`src/rtl/pll_seq_pkg.sv`:
```
package pll_seq_pkg;

  localparam int MODE_W      = 22;
  localparam int BIT_OUT     = 0;
  localparam int BIT_BYP     = 1;
  localparam int BIT_RST     = 2;
  localparam int BIT_VOTE_EN = 20;

  typedef enum logic [1:0] {
    ST_IDLE   = 2'd0,
    ST_SETTLE = 2'd1,
    ST_LOCK   = 2'd2
  } seqState_t;

  // strobes from control to datapath
  typedef struct packed {
    logic load;
    logic relBypass;
    logic relReset;
    logic openOut;
    logic shutDown;
    logic cntClr;
    logic cntInc;
    logic errSet;
    logic errClr;
  } seqStrobe_t;

endpackage

```
`src/rtl/pll_seq_dp.sv`:
```
module pll_seq_dp
  import pll_seq_pkg::*;
#(
  parameter int SETTLE_US = 10,
  parameter int LOCK_US   = 50,
  parameter int POLL_MAX  = 200
) (
  input  logic              clk,
  input  logic              rst,
  input  seqStrobe_t        stb,
  input  logic [MODE_W-1:0] wrData,
  output logic [MODE_W-1:0] modeQ,
  output logic              errQ,
  output logic              allOn,
  output logic              voteOn,
  output logic              settleHit,
  output logic              lockHit,
  output logic              pollHit
);

  localparam int MAX_A = (SETTLE_US > LOCK_US) ? SETTLE_US : LOCK_US;
  localparam int MAX_V = (MAX_A > POLL_MAX) ? MAX_A : POLL_MAX;
  localparam int CNT_W = $clog2(MAX_V + 1);

  logic [CNT_W-1:0] cntQ;

  always_ff @(posedge clk) begin
    if (rst) begin
      modeQ <= '0;
    end else if (stb.load) begin
      modeQ <= wrData;
    end else begin
      if (stb.shutDown) begin
        modeQ[BIT_OUT] <= 1'b0;
        modeQ[BIT_BYP] <= 1'b0;
        modeQ[BIT_RST] <= 1'b0;
      end
      if (stb.relBypass) modeQ[BIT_BYP] <= 1'b1;
      if (stb.relReset)  modeQ[BIT_RST] <= 1'b1;
      if (stb.openOut)   modeQ[BIT_OUT] <= 1'b1;
    end
  end

  always_ff @(posedge clk) begin
    if (rst || stb.cntClr) cntQ <= '0;
    else if (stb.cntInc)   cntQ <= cntQ + 1'b1;
  end

  always_ff @(posedge clk) begin
    if (rst)             errQ <= 1'b0;
    else if (stb.errSet) errQ <= 1'b1;
    else if (stb.errClr) errQ <= 1'b0;
  end

  assign allOn     = modeQ[BIT_OUT] & modeQ[BIT_BYP] & modeQ[BIT_RST];
  assign voteOn    = modeQ[BIT_VOTE_EN];
  assign settleHit = (cntQ == CNT_W'(SETTLE_US - 1));
  assign lockHit   = (cntQ == CNT_W'(LOCK_US - 1));
  assign pollHit   = (cntQ == CNT_W'(POLL_MAX - 1));

  // reset release only after bypass release, at the end of the settle gap
  p_settle_gap_r3: assert property (@(posedge clk) disable iff (rst)
    stb.relReset |-> (modeQ[BIT_BYP] && settleHit));

  // output opened last
  p_out_last_r2: assert property (@(posedge clk) disable iff (rst)
    stb.openOut |-> (modeQ[BIT_BYP] && modeQ[BIT_RST]));

  // power-down clears all three control bits in one edge
  p_shutdown_r8: assert property (@(posedge clk) disable iff (rst)
    stb.shutDown |=> (modeQ[2:0] == 3'b000));

  // timeout only at the final check with the gate still shut
  p_timeout_r6: assert property (@(posedge clk) disable iff (rst)
    stb.errSet |-> (pollHit && !modeQ[BIT_OUT]));

  // error leaves only through an accepted request
  p_err_sticky_r10: assert property (@(posedge clk) disable iff (rst)
    ($fell(errQ) && !$past(rst)) |-> $past(stb.errClr));

endmodule

```
`src/rtl/pll_seq_ctrl.sv`:
```
module pll_seq_ctrl
  import pll_seq_pkg::*;
(
  input  logic       clk,
  input  logic       rst,
  input  logic       enReq,
  input  logic       disReq,
  input  logic       usTick,
  input  logic       lockIn,
  input  logic       lockPollSel,
  input  logic       wrEn,
  input  logic       allOn,
  input  logic       voteOn,
  input  logic       settleHit,
  input  logic       lockHit,
  input  logic       pollHit,
  output seqStrobe_t stb,
  output logic       busy
);

  seqState_t stateQ, stateD;

  always_comb begin
    stb    = '0;
    stateD = stateQ;
    unique case (stateQ)
      ST_IDLE: begin
        if (wrEn) begin
          stb.load = 1'b1;
        end else if (disReq && !voteOn) begin
          stb.shutDown = 1'b1;
          stb.errClr   = 1'b1;
        end else if (enReq && !allOn && !voteOn) begin
          stb.relBypass = 1'b1;
          stb.errClr    = 1'b1;
          stb.cntClr    = 1'b1;
          stateD        = ST_SETTLE;
        end
      end
      ST_SETTLE: begin
        if (usTick) begin
          if (settleHit) begin
            stb.relReset = 1'b1;
            stb.cntClr   = 1'b1;
            stateD       = ST_LOCK;
          end else begin
            stb.cntInc = 1'b1;
          end
        end
      end
      ST_LOCK: begin
        if (usTick) begin
          if (lockPollSel) begin
            if (lockIn) begin
              stb.openOut = 1'b1;
              stateD      = ST_IDLE;
            end else if (pollHit) begin
              stb.errSet = 1'b1;
              stateD     = ST_IDLE;
            end else begin
              stb.cntInc = 1'b1;
            end
          end else if (lockHit) begin
            stb.openOut = 1'b1;
            stateD      = ST_IDLE;
          end else begin
            stb.cntInc = 1'b1;
          end
        end
      end
      default: stateD = ST_IDLE;
    endcase
  end

  always_ff @(posedge clk) begin
    if (rst) stateQ <= ST_IDLE;
    else     stateQ <= stateD;
  end

  assign busy = (stateQ != ST_IDLE);

  // no write lands while a sequence runs
  p_no_load_busy_r9: assert property (@(posedge clk) disable iff (rst)
    busy |-> !stb.load);

  // voting mode keeps the sequencer idle
  p_vote_defer_r7: assert property (@(posedge clk) disable iff (rst)
    (!busy && voteOn && !wrEn) |=> !busy);

  // at most one mode-word action per cycle
  p_one_action_r2: assert property (@(posedge clk) disable iff (rst)
    $onehot0({stb.load, stb.relBypass, stb.relReset, stb.openOut, stb.shutDown}));

  // busy persists until a finishing strobe
  p_busy_hold_r5: assert property (@(posedge clk) disable iff (rst)
    (busy && !stb.openOut && !stb.errSet) |=> busy);

endmodule

```
`src/rtl/pll_pwr_seq.sv`:
```
module pll_pwr_seq
  import pll_seq_pkg::*;
#(
  parameter int SETTLE_US = 10,
  parameter int LOCK_US   = 50,
  parameter int POLL_MAX  = 200
) (
  input  logic              clk,
  input  logic              rst,
  input  logic              enReq,
  input  logic              disReq,
  input  logic              usTick,
  input  logic              lockIn,
  input  logic              lockPollSel,
  input  logic              wrEn,
  input  logic [MODE_W-1:0] wrData,
  output logic [MODE_W-1:0] modeWord,
  output logic              bypassN,
  output logic              resetN,
  output logic              outEn,
  output logic              busy,
  output logic              timeoutErr
);

  seqStrobe_t stb;
  logic allOn, voteOn, settleHit, lockHit, pollHit;

  pll_seq_ctrl u_ctrl (
    .clk        (clk),
    .rst        (rst),
    .enReq      (enReq),
    .disReq     (disReq),
    .usTick     (usTick),
    .lockIn     (lockIn),
    .lockPollSel(lockPollSel),
    .wrEn       (wrEn),
    .allOn      (allOn),
    .voteOn     (voteOn),
    .settleHit  (settleHit),
    .lockHit    (lockHit),
    .pollHit    (pollHit),
    .stb        (stb),
    .busy       (busy)
  );

  pll_seq_dp #(
    .SETTLE_US(SETTLE_US),
    .LOCK_US  (LOCK_US),
    .POLL_MAX (POLL_MAX)
  ) u_dp (
    .clk      (clk),
    .rst      (rst),
    .stb      (stb),
    .wrData   (wrData),
    .modeQ    (modeWord),
    .errQ     (timeoutErr),
    .allOn    (allOn),
    .voteOn   (voteOn),
    .settleHit(settleHit),
    .lockHit  (lockHit),
    .pollHit  (pollHit)
  );

  assign outEn   = modeWord[BIT_OUT];
  assign bypassN = modeWord[BIT_BYP];
  assign resetN  = modeWord[BIT_RST];

endmodule

```
`config.mk`:
```
export PLATFORM = sky130hd
export DESIGN_NAME = pll_pwr_seq
export DESIGN_NICKNAME = d
export VERILOG_FILES = /design/src/rtl/pll_seq_pkg.sv /design/src/rtl/pll_seq_dp.sv /design/src/rtl/pll_seq_ctrl.sv /design/src/rtl/pll_pwr_seq.sv
export SDC_FILE = /design/constraint.sdc
export NUM_CORES = 1
export LEC_CHECK = 0
export ABC_CLOCK_PERIOD_IN_PS = 3000
export BUFFER_PORTS_ARGS = -buffer_cell sky130_fd_sc_hd__clkbuf_2
export CAP_MARGIN = 5
export CORE_UTILIZATION = 49
export CTS_CLUSTER_DIAMETER = 200
export DETAILED_ROUTE_END_ITERATION = 10
export PLACE_DENSITY_LB_ADDON = 0.1
export SLEW_MARGIN = 20
export SYNTH_ARGS = -nofsm -noshare
export SYNTH_HDL_FRONTEND = slang
export SYNTH_HIERARCHICAL = 1
export SYNTH_SLANG_ARGS = --single-unit
```
`constraint.sdc`:
```
create_clock -name clk -period 3 [get_ports clk]
set_input_delay 0.3 -clock clk [delete_from_list [all_inputs] [get_ports clk]]
set_output_delay 0.3 -clock clk [all_outputs]
set_load 0.005 [all_outputs]
```
# Word level (Yosys, flattened, before mapping)
# Index checks and enable logic that the tools add are counted.
[word_totals]
reg_bits = 33
output_inout_bits = 27
input_bits = 30
[op_classes]
muxes = 49
add_sub_neg = 1
n_reduce_logical = 13
eq_ne = 13
bitwise_logic = 2
[ops]
columns = ["op", "count"]
rows = [
  ["$mux 2", 15],
  ["$mux 1", 29],
  ["$ne 2x2->1 const B", 5],
  ["$reduce_bool 3->1", 3],
  ["$add 8x1->8 const B", 1],
  ["$eq 8x4->1 const B", 1],
  ["$eq 8x6->1 const B", 1],
  ["$eq 8x8->1 const B", 1],
  ["$reduce_and 8->1", 1],
  ["$mux 3", 2],
  ["$pmux 2 s3", 1],
  ["$ne 4x4->1 const B", 1],
  ["$pmux 1 s2", 2],
  ["$reduce_bool 2->1", 2],
  ["$logic_and 1x1->1", 3],
  ["$ne 3x3->1 const B", 1],
  ["$and 1x1->1", 2],
  ["$eq 2x1->1 const B", 1],
  ["$eq 2x2->1 const B", 1],
  ["$logic_not 1->1", 2],
  ["$logic_not 2->1", 1],
  ["$ne 2x1->1 const B", 1],
  ["$logic_or 1x1->1", 1],
]

# Longest topological paths before layout
[depth]
ltp_word = 12
mapped_depth = 10

# Cells and area by module
# The synthesis kept the hierarchy.
[modules_own_cells]
columns = ["mod", "area_each_um2", "cells_each", "instances", "seq_area_each_um2"]
rows = [
  ["pll_seq_dp", 1243.7, 130, 1, 620.6],
  ["pll_seq_ctrl", 319.1, 38, 1, 40.0],
  ["pll_pwr_seq", 22.5, 3, 1, 0.0],
]

# Least setup slack after synthesis
# Ideal clock, no wire load.
[synth_path]
path_kind = "flip-flop to flip-flop"
start = "reg u_dp.cntQ[1]"
end = "reg u_dp.cntQ[7]"
arrival_ns = 2.135
stages_incl_launch_ff = 11
required_time_ns = 2.941
setup_slack_ns = 0.806
path_buffers = 1
setup_time_ns = 0.059
cell_sequence = "dfxtp_1 > inv_1 > ha_1 > nor4b_1 > and3_1 > and3_1 > or2_1 > or2_1 > buf_6 > or4_1 > nand2_1"
[synth_rtl]
columns = ["element", "line_no", "rtl"]
rows = [
  ["start: declaration", "pll_seq_dp.sv:25", "logic [CNT_W-1:0] cntQ;"],
  ["start signal: assignment", "pll_seq_dp.sv:46", "else if (stb.cntInc) cntQ <= cntQ + 1'b1;"],
]

==> qor.csv <==
metric,value,unit
status,finished clean,
cts_root_buffer,clkbuf_4,
setup_tns,0,ns
cts_tree,done,
yosysTopAreaCellShare,41.7,%
grt_setup_unrepaired,no,
clockBufferDepth,2,
ir_drop,0.000409,V
initial_utilization,51.9,%
cp_data_required_time,3.28,ns
holdBufCountCts,0,
hold_viol,0,
max_freq,411,MHz
worstSetupStartpointType,flip-flop,
clock-sinks,33,
holdPathStages,3,
grtUsageTotal,20.3,%
tightest_slew,0.710,ns
cts_made_buffers,5,
avgSynthCellArea,9.27,um2
nNetsFinal,258,
ys.flop_type,dfxtp_1,
fin_crit_sh,81.1,%
wl_per_cell,12.1,um
reg2reg_to,u_dp/cntQ[7],
portBuffers,56,
cp_max_fo,6,
rows,20,
crit_arrival,2.72,ns
netlist_instances,171,
fin_crit,2.43,ns
drive_gt1_share,30.8,%
synth_edf_count,0,
die_w,58.9,um
drc,0,
viasPerCell,5.00,
skew,0.00539,ns
grt_pass1_vias,1204,
dieArea,3470,um2
placed_cells,260,
slew_viol_final,0,
power.density,541,nW/um2
ant_nets,0,
antenna_found_initial,0,
post_cts_buffers,0,
fin_cells,268,
end_kind,flip-flop,
setup_violations,0,
hold_ws,0.201,ns
grt_max_degree,30,
drt_iter0_drc,59,
r2r_slack,0.57,ns
yosysMostFrequentCell,nor2_1,
relSlewSlack,52.7,%
drt-total-wl,3240,um
whs_endpoint,u_dp/modeQ[15],
ys_warn_count,6,
num_vias,1339,
crit_type,flip-flop to flip-flop,
ys_types,37,
async_flop_share,0,%
synth_area,1590,um2
dp_hpwl,2420,um
clk_pin_slew,0.11,ns
hp-start,wrData[15],
firstDrtPassIters,4,
syn_to_final_growth,20.0,%
overflow,0,
rr_startpoint,u_dp/cntQ[1],
grt_pass1_wl,5180,um
coreArea,3050,um2
clkLatencyLatePin,0.33,ns
ys_ff_latch,33,
seq_area_frac_synth,41.7,%
yosys-top-cells-area,"dfxtp_1 (42%), mux2i_1 (14%), nor2_1 (8.5%)",
place.gp.congestion,0.824,
yosys-top-cells-count,"nor2_1 (36), dfxtp_1 (33), mux2i_1 (22)",
cap_violations,0,
io-pin-count,57,
final_core_util,62.3,%
cts_resized,0,
fillers,289,
min_path_type,primary input to flip-flop,
antennaDiodeCount,0,
leakage,0.912,nW
cts_max_level,2,
syn-num-nets,206,
worstRegToRegCells,10,
dieHeight,58.9,um
synth_top_area_cell,dfxtp_1,
==> worst max-delay path, stage by stage, from the launching register on <==
cell and delay [ns]:
dfxtp_1 0.41, inv_1 0.06, ha_1 0.19, nor4b_1 0.15
nor3b_1 0.16, nor2_1 0.13, a221oi_2 0.09, nor2_1 0.33
nand4_1 0.27, or4_1 0.52, nand2_1 0.08
==> state kept, by name (all words and copies together) (netlist names) <==
register	cells
u_dp/modeQ	22
u_ctrl/stateQ	2
u_dp/cntQ	8
u_dp/errQ	1
==> kinds of logic after synthesis <==
group	Yosys count	synth area share, %
simple gates	73	25.0
xor+xnor	4	2.21
compound gates	13	6.16
buf+inv	21	7.10
flops	33	41.7
mux	22	13.9
fa+ha+maj	5	3.95
==> metal layers <==
metal,global-route usage (%),share of wire [%]
met5,0,0
met4,9.18,1.6
met3,4.62,3.9
met2,35.1,51
met1,23.8,43
==> cell usage in the layout, fill, tap and decap left out, types with 3 or more instances in the layout <==
master | netlist | routed
nand2b_1 | 8 | 8
xor2_1 | 3 | 3
and3_1 | 3 | 3
inv_1 | 9 | 9
ha_1 | 5 | 5
a21oi_1 | 3 | 3
a221oi_1 | 3 | 3
clkbuf_4 | 0 | 5
mux2i_1 | 22 | 22
clkbuf_2 | 0 | 56
nand2_1 | 7 | 7
nor2_1 | 36 | 36
nand4_1 | 3 | 3
dfxtp_1 | 33 | 33
==> worst max-delay path by stage <==
stage                       startpoint           end  slack (ns)  cells after the start
after global routing      u_dp/cntQ[1]  u_dp/cntQ[7]        0.44                     10
after CTS                 u_dp/cntQ[1]  u_dp/cntQ[7]        0.58                     10
after global placement    u_dp/cntQ[1]  u_dp/cntQ[7]        0.75                     10
final                     u_dp/cntQ[1]  u_dp/cntQ[7]        0.57                     10
after detailed placement  u_dp/cntQ[1]  u_dp/cntQ[7]        0.63                     10
after floorplan           u_dp/cntQ[1]  u_dp/cntQ[7]        0.81                     10
==> through the flow <==
stage          power (mW)  setup WS, ns  cell area [um2]
3_5_place_dp        0.800         0.626             1850
3_3_place_gp        0.790         0.755             1850
2_1_floorplan       0.718         0.806             1590
5_1_grt              1.10         0.435             1900
4_1_cts              1.04         0.582             1900
6_report             1.03         0.568             1900
==> where the power goes <==
group	switching (mW)	leakage, nW	internal, mW
Clock	0.154	0.0310	0.0883
Sequential	0.0270	0.270	0.479
Combinational	0.141	0.611	0.139
==> final cells by class <==
class / instances / area (um2) / area share (%)
multi-input cells: 117 / 812 / 42.7
clock buffers: 5 / 37.5 / 1.97
repair buffers: 56 / 280 / 14.7
well taps: 44 / 55.1 / 2.89
clock inverters: 3 / 17.5 / 0.921
flip-flops and latches: 33 / 661 / 34.7
inverters: 10 / 38.8 / 2.04
No activity file was read; power rests on OpenSTA's default activity.
